==> config.mk <==
export PLATFORM = sky130hd
export DESIGN_NAME = lakey_gate
export DESIGN_NICKNAME = d
export VERILOG_FILES = /design/src/rtl/lakey_pkg.sv /design/src/rtl/lakey_rst_sync.sv /design/src/rtl/lakey_keyhash_regs.sv /design/src/rtl/lakey_featctl.sv /design/src/rtl/lakey_signer_match.sv /design/src/rtl/lakey_gate.sv
export SDC_FILE = /design/constraint.sdc
export NUM_CORES = 1
export LEC_CHECK = 0
export ABC_AREA = 1
export BUFFER_PORTS_ARGS = -buffer_cell sky130_fd_sc_hd__buf_2
export CAP_MARGIN = 5
export CORE_AREA = 5 5 260 262
export CTS_CLUSTER_SIZE = 10
export DETAILED_ROUTE_END_ITERATION = 8
export DIE_AREA = 0 0 265 267
export GPL_ROUTABILITY_DRIVEN = 0
export MAX_ROUTING_LAYER = met4
export PLACE_DENSITY_LB_ADDON = 0.25
export SETUP_SLACK_MARGIN = 0.05
export SKIP_CTS_REPAIR_TIMING = 1
export SYNTH_ARGS = -nofsm -noshare
export SYNTH_HDL_FRONTEND = slang
export SYNTH_SLANG_ARGS = --single-unit
export TNS_END_PERCENT = 20
==> constraint.sdc <==
create_clock -name clk -period 15.5 [get_ports clk]
set_clock_uncertainty 0.2 [all_clocks]
set_input_delay 1.55 -clock clk [delete_from_list [all_inputs] [get_ports clk]]
set_output_delay 1.55 -clock clk [all_outputs]
set_load 0.02 [all_outputs]
==> src/rtl/lakey_pkg.sv <==
package lakey_pkg;
  localparam int unsigned LANE_W   = 64;
  localparam int unsigned LANES    = 4;
  localparam int unsigned HASH_W   = LANE_W * LANES;
  localparam int unsigned LIDX_W   = $clog2(LANES);
  localparam int unsigned ADDR_W   = 3;
  localparam int unsigned CAP_W    = 32;
  localparam int unsigned CAP_BIT  = 30;
  localparam int unsigned LOCK_BIT = 0;
  localparam int unsigned WREN_BIT = 17;
  localparam logic [ADDR_W-1:0] A_FCTL  = 3'd4;
  localparam logic [ADDR_W-1:0] A_RANGE = 3'd5;
endpackage

==> src/rtl/lakey_rst_sync.sv <==
module lakey_rst_sync #(
  parameter int unsigned STAGES = 2
) (
  input  logic clk,
  input  logic rst_n,
  output logic rst_ni
);
  logic [STAGES-1:0] sync_q;

  always_ff @(posedge clk or negedge rst_n) begin
    if (!rst_n) sync_q <= '0;
    else        sync_q <= {sync_q[STAGES-2:0], 1'b1};
  end

  assign rst_ni = sync_q[STAGES-1];
endmodule

==> src/rtl/lakey_keyhash_regs.sv <==
module lakey_keyhash_regs
  import lakey_pkg::*;
#(
  parameter logic [HASH_W-1:0] DEFAULT_HASH = '0
) (
  input  logic                            clk,
  input  logic                            rst_ni,
  input  logic                            wr_hash,
  input  logic [ADDR_W-1:0]               addr,
  input  logic [LANE_W-1:0]               wdata,
  output logic [LANES-1:0][LANE_W-1:0]    lane_q
);
  for (genvar i = 0; i < LANES; i++) begin : g_lane
    logic              we;
    logic [LANE_W-1:0] lane_d;

    always_comb begin
      we     = wr_hash && (addr == ADDR_W'(i));
      lane_d = we ? wdata : lane_q[i];
    end

    always_ff @(posedge clk or negedge rst_ni) begin
      if (!rst_ni) lane_q[i] <= DEFAULT_HASH[i*LANE_W +: LANE_W];
      else         lane_q[i] <= lane_d;
    end
  end
endmodule

==> src/rtl/lakey_featctl.sv <==
module lakey_featctl
  import lakey_pkg::*;
(
  input  logic              clk,
  input  logic              rst_ni,
  input  logic              wr_fctl,
  input  logic              wr_range,
  input  logic [LANE_W-1:0] wdata,
  input  logic              activate,
  output logic              lock_q,
  output logic              wren_q,
  output logic              active_q,
  output logic [LANE_W-1:0] range_q,
  output logic              fctl_deny,
  output logic              range_deny,
  output logic              hash_wr_ok
);
  logic              lock_d, wren_d, active_d;
  logic [LANE_W-1:0] range_d;

  always_comb begin
    lock_d     = lock_q;
    wren_d     = wren_q;
    range_d    = range_q;
    active_d   = active_q | activate;
    fctl_deny  = wr_fctl & lock_q;
    range_deny = wr_range & active_q;
    if (wr_fctl && !lock_q) begin
      lock_d = wdata[LOCK_BIT];
      wren_d = wdata[WREN_BIT];
    end
    if (wr_range && !active_q) range_d = wdata;
  end

  // locked: only the enable bit decides; unlocked: only pre-activation
  assign hash_wr_ok = lock_q ? wren_q : !active_q;

  always_ff @(posedge clk or negedge rst_ni) begin
    if (!rst_ni) begin
      lock_q   <= 1'b0;
      wren_q   <= 1'b0;
      active_q <= 1'b0;
      range_q  <= '0;
    end else begin
      lock_q   <= lock_d;
      wren_q   <= wren_d;
      active_q <= active_d;
      range_q  <= range_d;
    end
  end

  assert_lock_sticky_R7: assert property (@(posedge clk) disable iff (!rst_ni)
    lock_q |=> (lock_q && $stable(wren_q)));
  assert_active_oneway_R9: assert property (@(posedge clk) disable iff (!rst_ni)
    active_q |=> active_q);
  assert_range_frozen_R8: assert property (@(posedge clk) disable iff (!rst_ni)
    active_q |=> $stable(range_q));
endmodule

==> src/rtl/lakey_signer_match.sv <==
module lakey_signer_match
  import lakey_pkg::*;
(
  input  logic                         clk,
  input  logic                         rst_ni,
  input  logic                         req,
  input  logic [LANES-1:0][LANE_W-1:0] lane_q,
  input  logic [HASH_W-1:0]            cand_a,
  input  logic [HASH_W-1:0]            cand_b,
  output logic                         done_q,
  output logic                         pass_q
);
  logic [LANES-1:0] eq_a, eq_b;

  for (genvar i = 0; i < LANES; i++) begin : g_cmp
    assign eq_a[i] = (cand_a[i*LANE_W +: LANE_W] == lane_q[i]);
    assign eq_b[i] = (cand_b[i*LANE_W +: LANE_W] == lane_q[i]);
  end

  logic done_d, pass_d;
  always_comb begin
    done_d = req;
    pass_d = req && ((&eq_a) || (&eq_b));
  end

  always_ff @(posedge clk or negedge rst_ni) begin
    if (!rst_ni) begin
      done_q <= 1'b0;
      pass_q <= 1'b0;
    end else begin
      done_q <= done_d;
      pass_q <= pass_d;
    end
  end
endmodule

==> src/rtl/lakey_gate.sv <==
module lakey_gate
  import lakey_pkg::*;
#(
  parameter logic [HASH_W-1:0] DEFAULT_HASH    = {64'hA5A5_0F0F_3C3C_9696, 64'h0123_4567_89AB_CDEF,
                                                  64'hFEDC_BA98_7654_3210, 64'h5A5A_F0F0_C3C3_6969},
  parameter bit                FEATURE_PRESENT = 1'b1
) (
  input  logic              clk,
  input  logic              rst_n,
  input  logic              reg_wr,
  input  logic              reg_rd,
  input  logic [ADDR_W-1:0] reg_addr,
  input  logic [LANE_W-1:0] reg_wdata,
  output logic [LANE_W-1:0] reg_rdata,
  output logic              reg_err,
  input  logic              activate,
  output logic [CAP_W-1:0]  cap_word,
  input  logic              init_req,
  input  logic [HASH_W-1:0] signer_img,
  input  logic [HASH_W-1:0] signer_tok,
  output logic              init_done,
  output logic              init_pass
);
  logic rst_ni;
  lakey_rst_sync #(.STAGES(2)) u_rst (.clk(clk), .rst_n(rst_n), .rst_ni(rst_ni));

  logic feat_on;
  if (FEATURE_PRESENT) begin : g_feat
    assign feat_on  = 1'b1;
    assign cap_word = CAP_W'(1) << CAP_BIT;
  end else begin : g_nofeat
    assign feat_on  = 1'b0;
    assign cap_word = '0;
  end

  logic is_hash, wr_hash, wr_fctl, wr_range, rd_en;
  always_comb begin
    is_hash  = reg_addr < ADDR_W'(LANES);
    rd_en    = reg_rd && !reg_wr;
    wr_fctl  = reg_wr && (reg_addr == A_FCTL);
    wr_range = reg_wr && (reg_addr == A_RANGE);
  end

  logic lock_q, wren_q, active_q, fctl_deny, range_deny, hash_wr_ok;
  logic [LANE_W-1:0] range_q;

  lakey_featctl u_fctl (
    .clk(clk), .rst_ni(rst_ni), .wr_fctl(wr_fctl), .wr_range(wr_range),
    .wdata(reg_wdata), .activate(activate), .lock_q(lock_q), .wren_q(wren_q),
    .active_q(active_q), .range_q(range_q), .fctl_deny(fctl_deny),
    .range_deny(range_deny), .hash_wr_ok(hash_wr_ok)
  );

  assign wr_hash = reg_wr && is_hash && feat_on && hash_wr_ok;

  logic [LANES-1:0][LANE_W-1:0] lane_q;
  lakey_keyhash_regs #(.DEFAULT_HASH(DEFAULT_HASH)) u_hash (
    .clk(clk), .rst_ni(rst_ni), .wr_hash(wr_hash), .addr(reg_addr),
    .wdata(reg_wdata), .lane_q(lane_q)
  );

  lakey_signer_match u_match (
    .clk(clk), .rst_ni(rst_ni), .req(init_req), .lane_q(lane_q),
    .cand_a(signer_img), .cand_b(signer_tok), .done_q(init_done), .pass_q(init_pass)
  );

  // register port: next state
  logic [LANE_W-1:0] rdata_d, fctl_view;
  logic              err_d;
  always_comb begin
    fctl_view           = '0;
    fctl_view[LOCK_BIT] = lock_q;
    fctl_view[WREN_BIT] = wren_q;
    rdata_d = reg_rdata;
    err_d   = 1'b0;
    if (reg_wr) begin
      if (is_hash)                    err_d = !(feat_on && hash_wr_ok);
      else if (reg_addr == A_FCTL)    err_d = fctl_deny;
      else if (reg_addr == A_RANGE)   err_d = range_deny;
      else                            err_d = 1'b1;
    end else if (rd_en) begin
      rdata_d = '0;
      if (is_hash) begin
        if (feat_on) rdata_d = lane_q[reg_addr[LIDX_W-1:0]];
        else         err_d   = 1'b1;
      end else if (reg_addr == A_FCTL)  rdata_d = fctl_view;
      else if (reg_addr == A_RANGE)     rdata_d = range_q;
      else                              err_d   = 1'b1;
    end
  end

  always_ff @(posedge clk or negedge rst_ni) begin
    if (!rst_ni) begin
      reg_rdata <= '0;
      reg_err   <= 1'b0;
    end else begin
      reg_err <= err_d;
      if (rd_en) reg_rdata <= rdata_d;
    end
  end

  assert_hash_guarded_R5: assert property (@(posedge clk) disable iff (!rst_ni)
    (reg_wr && is_hash && !hash_wr_ok) |=> $stable(lane_q));
  assert_locked_noen_R6: assert property (@(posedge clk) disable iff (!rst_ni)
    (lock_q && !wren_q) |=> $stable(lane_q));
  assert_err_after_access_R11: assert property (@(posedge clk) disable iff (!rst_ni)
    reg_err |-> $past(reg_wr || reg_rd));
  assert_pass_needs_req_R10: assert property (@(posedge clk) disable iff (!rst_ni)
    init_pass |-> $past(init_req));
endmodule

==> metrics.md <==
| Metric | Value |
|---|---|
| CP max FO | `80` |
| Max VDD drop | `between 0.06 and 0.07 mV` |
| Minimum clock period | `about 4700 ps` |
| Yosys top cell by area | `dfrtp_1` |
| I/O Buffers | `651` |
| CTS tree | `done` |
| Critical path endpoint category | `flip-flop` |
| Commonest cells in the netlist | `nand2_1, inv_1, nor2_1, o21ai_0, xor2_1` |
| P_leak | `15.5 nW` |
| Post-Syn Area | `0.0244 mm²` |
| Yosys reg bits | `392` |
| Area contributors post-synth | `dfrtp_1, nand2_1, dfstp_2, xor2_1, inv_1` |
| Worst-Margin Slew | `about 1200 ps` |
| Synth cell types | `32` |
| Pre-CTS setup slack | `10120 ps` |
| Multi-input gate area | `0.0121 mm²` |
| Share of the synthesized area in the top cell type | `27.1%` |
| Final wirelength | `about 98000 µm` |
| Critical Path AT | `4950 ps` |
| DP HPWL | `about 75000 µm` |
| RSZ-0062 raised after global routing | `no` |
| Top_reg_cell synth | `dfrtp_1` |
| Overflow after GRT | `0` |
| Core Rows | `94` |
| Initial Util | `37.4%` |
| Fillers | `6619` |
| Nets | `4591` |
| Status | `finished clean` |
| DRC | `0` |
| Total die area | `0.0708 mm²` |
| Final setup margin | `about 11000 ps` |
| Fraction of the yosys area taken by sequential cells | `40.9%` |
| Power, Total | `0.00253 W` |
| Drt pass-1 iters | `6` |
| Max Fclk | `211 MHz` |
| Max_cap viols | `0` |
| Mapped Cells | `3399` |
| H-tree depth | `2` |
| Max Slew Vio Count | `0` |
| Most crowded layer after global routing | `met2` |
| Post-synth EDFFs | `0` |
| Via Count | `23644` |
| Synthesized area per cell | `7.17 µm²` |
| WHS | `approximately 150 ps` |
| Layout area overhead | `22.4%` |
| WS Path Type | `input pin to flip-flop` |
| Largest net degree at the start of global routing | `154` |
| Total clock buffers created by CTS | `47` |
| Endpoints failing setup | `0` |
| First DRT Iteration DRCs | `1699` |
| Vias per cell | `4.80` |
| Most frequent cell after synthesis | `nand2_1` |
| Clk root buf | `clkbuf_16` |
| GR Util met1 | `between 30% and 40%` |
| Buffer depth of the longest clock path | `3` |
| Slew margin rel. | `20.7%` |
| Total negative slack | `0 ps` |
| Placeable Area | `0.0652 mm²` |
| Ys async rst share | `100%` |
| Met2 GRT Util | `46.2%` |
| Clock sink total | `392` |
| Power per cell area | `84.7 mW/mm²` |
| First-pass GRT wire length | `between 100000 and 150000 µm` |
| Met3 usage | `4.54%` |
| Final Cycle Share | `30.6%` |
| Ports | `a little under 700` |
| Die width | `roughly 270 µm` |
| Reg clk slew, reported paths | `about 50 ps` |
| Die Span Y | `267 µm` |
| Ys Warns | `0` |
| Vias in the first global route | `~22000` |
| FF+latch area | `0.00997 mm²` |
| Antenna Nets Post-Route | `0` |
| Clock Latency Late Sink | `570 ps` |
| Share of cells above drive strength 1 | `22.7%` |
| WP data required | `15700 ps` |
| Final Hold Vio Count | `0` |
| Antenna violations before repair | `23` |
| GRT Total Usage | `27.2%` |
| Routed wire per std cell | `~20 µm` |
| CP Launch Type | `input pin` |
| Hold WC Path Type | `flip-flop to flip-flop` |
==> layer usage <==
metal,vias up,wire [µm]
met5,-,0
met4,0,2000
met3,113,6910
met2,859,48400
met1,11001,40400
li1,11671,-
==> placed cells by master (no fill, tap or decap), types with 33 or more instances in the layout <==
| master | netlist | layout |
|---|---|---|
| buf_2 | 48 | 651 |
| clkbuf_16 | 0 | 49 |
| conb_1 | 2 | 33 |
| dfrtp_1 | 264 | 263 |
| dfstp_2 | 128 | 128 |
| inv_1 | 476 | 474 |
| mux2_2 | 42 | 42 |
| nand2_1 | 1103 | 1099 |
| nor2_1 | 367 | 363 |
| o211ai_1 | 34 | 34 |
| o21ai_0 | 345 | 345 |
| o22ai_1 | 114 | 114 |
| xor2_1 | 305 | 305 |
==> worst paths after layout <==
path,depth (start not counted),end,slack [ps],start
max,6,u_hash.lane_q[236],10750,reg_addr[2]
max reg2reg,3,u_hash.lane_q[157],12000,u_rst.sync_q[1]
min,0,u_rst.sync_q[1],150,u_rst.sync_q[0]
min reg2reg,0,u_rst.sync_q[1],150,u_rst.sync_q[0]
min in group asynchronous,0,u_hash.lane_q[188],220,u_rst.sync_q[1]
max in group asynchronous,3,u_hash.lane_q[157],12000,u_rst.sync_q[1]
==> through the flow <==
stage               instance area [µm²]  util, %  std cells
finish                            29800     45.8       4928
global route                      29800     45.8       4925
CTS                               29800     45.7       4906
detailed placement                28300     43.5       4821
global placement                  28300     43.5       4821
floorplan                         24500        -       3430
==> logic make-up (layout without fill, tap and decap cells) <==
logic type	Yosys count	count (layout)	share of synthesized area, %
DFF	392	392	40.9
other	2	55	0.0308
xor gates and xnor gates	321	321	11.5
buffers and inverters	623	1235	10.4
muxes	43	43	1.99
AOI/OAI and AO/OA	535	535	12.2
and+or+nand+nor	1483	1483	23.0
==> flip-flops by register name, indices dropped and copies added (netlist names), 2 cells and up <==
| name | flops |
|---|---|
| u_hash.lane_q | 256 |
| u_fctl.range_q | 64 |
| reg_rdata | 64 |
| u_rst.sync_q | 2 |
==> power by group <==
part           leakage, nW  internal [W]  switching [W]
sequential            4.07       0.00106      0.0000222
clock                0.697      0.000621       0.000439
combinational         10.7      0.000140       0.000246
total                 15.5       0.00182       0.000707
==> layout make-up <==
type	instances	share of cell area (%)
well taps	864	3.62
clock buffers	84	4.82
flip-flops and latches	392	33.4
inverters	479	6.03
clock inverters	1	0.0168
diodes	22	0.184
repair buffers	671	11.5
multi-input cells	2415	40.4
==> worst max-delay path, cell delays in order <==
cell and delay, ps:
buf_2 150, inv_2 680, nand3_1 520, nor2_4 950
buf_4 810, o21ai_0 180
(Power assumes the default switching activity.)
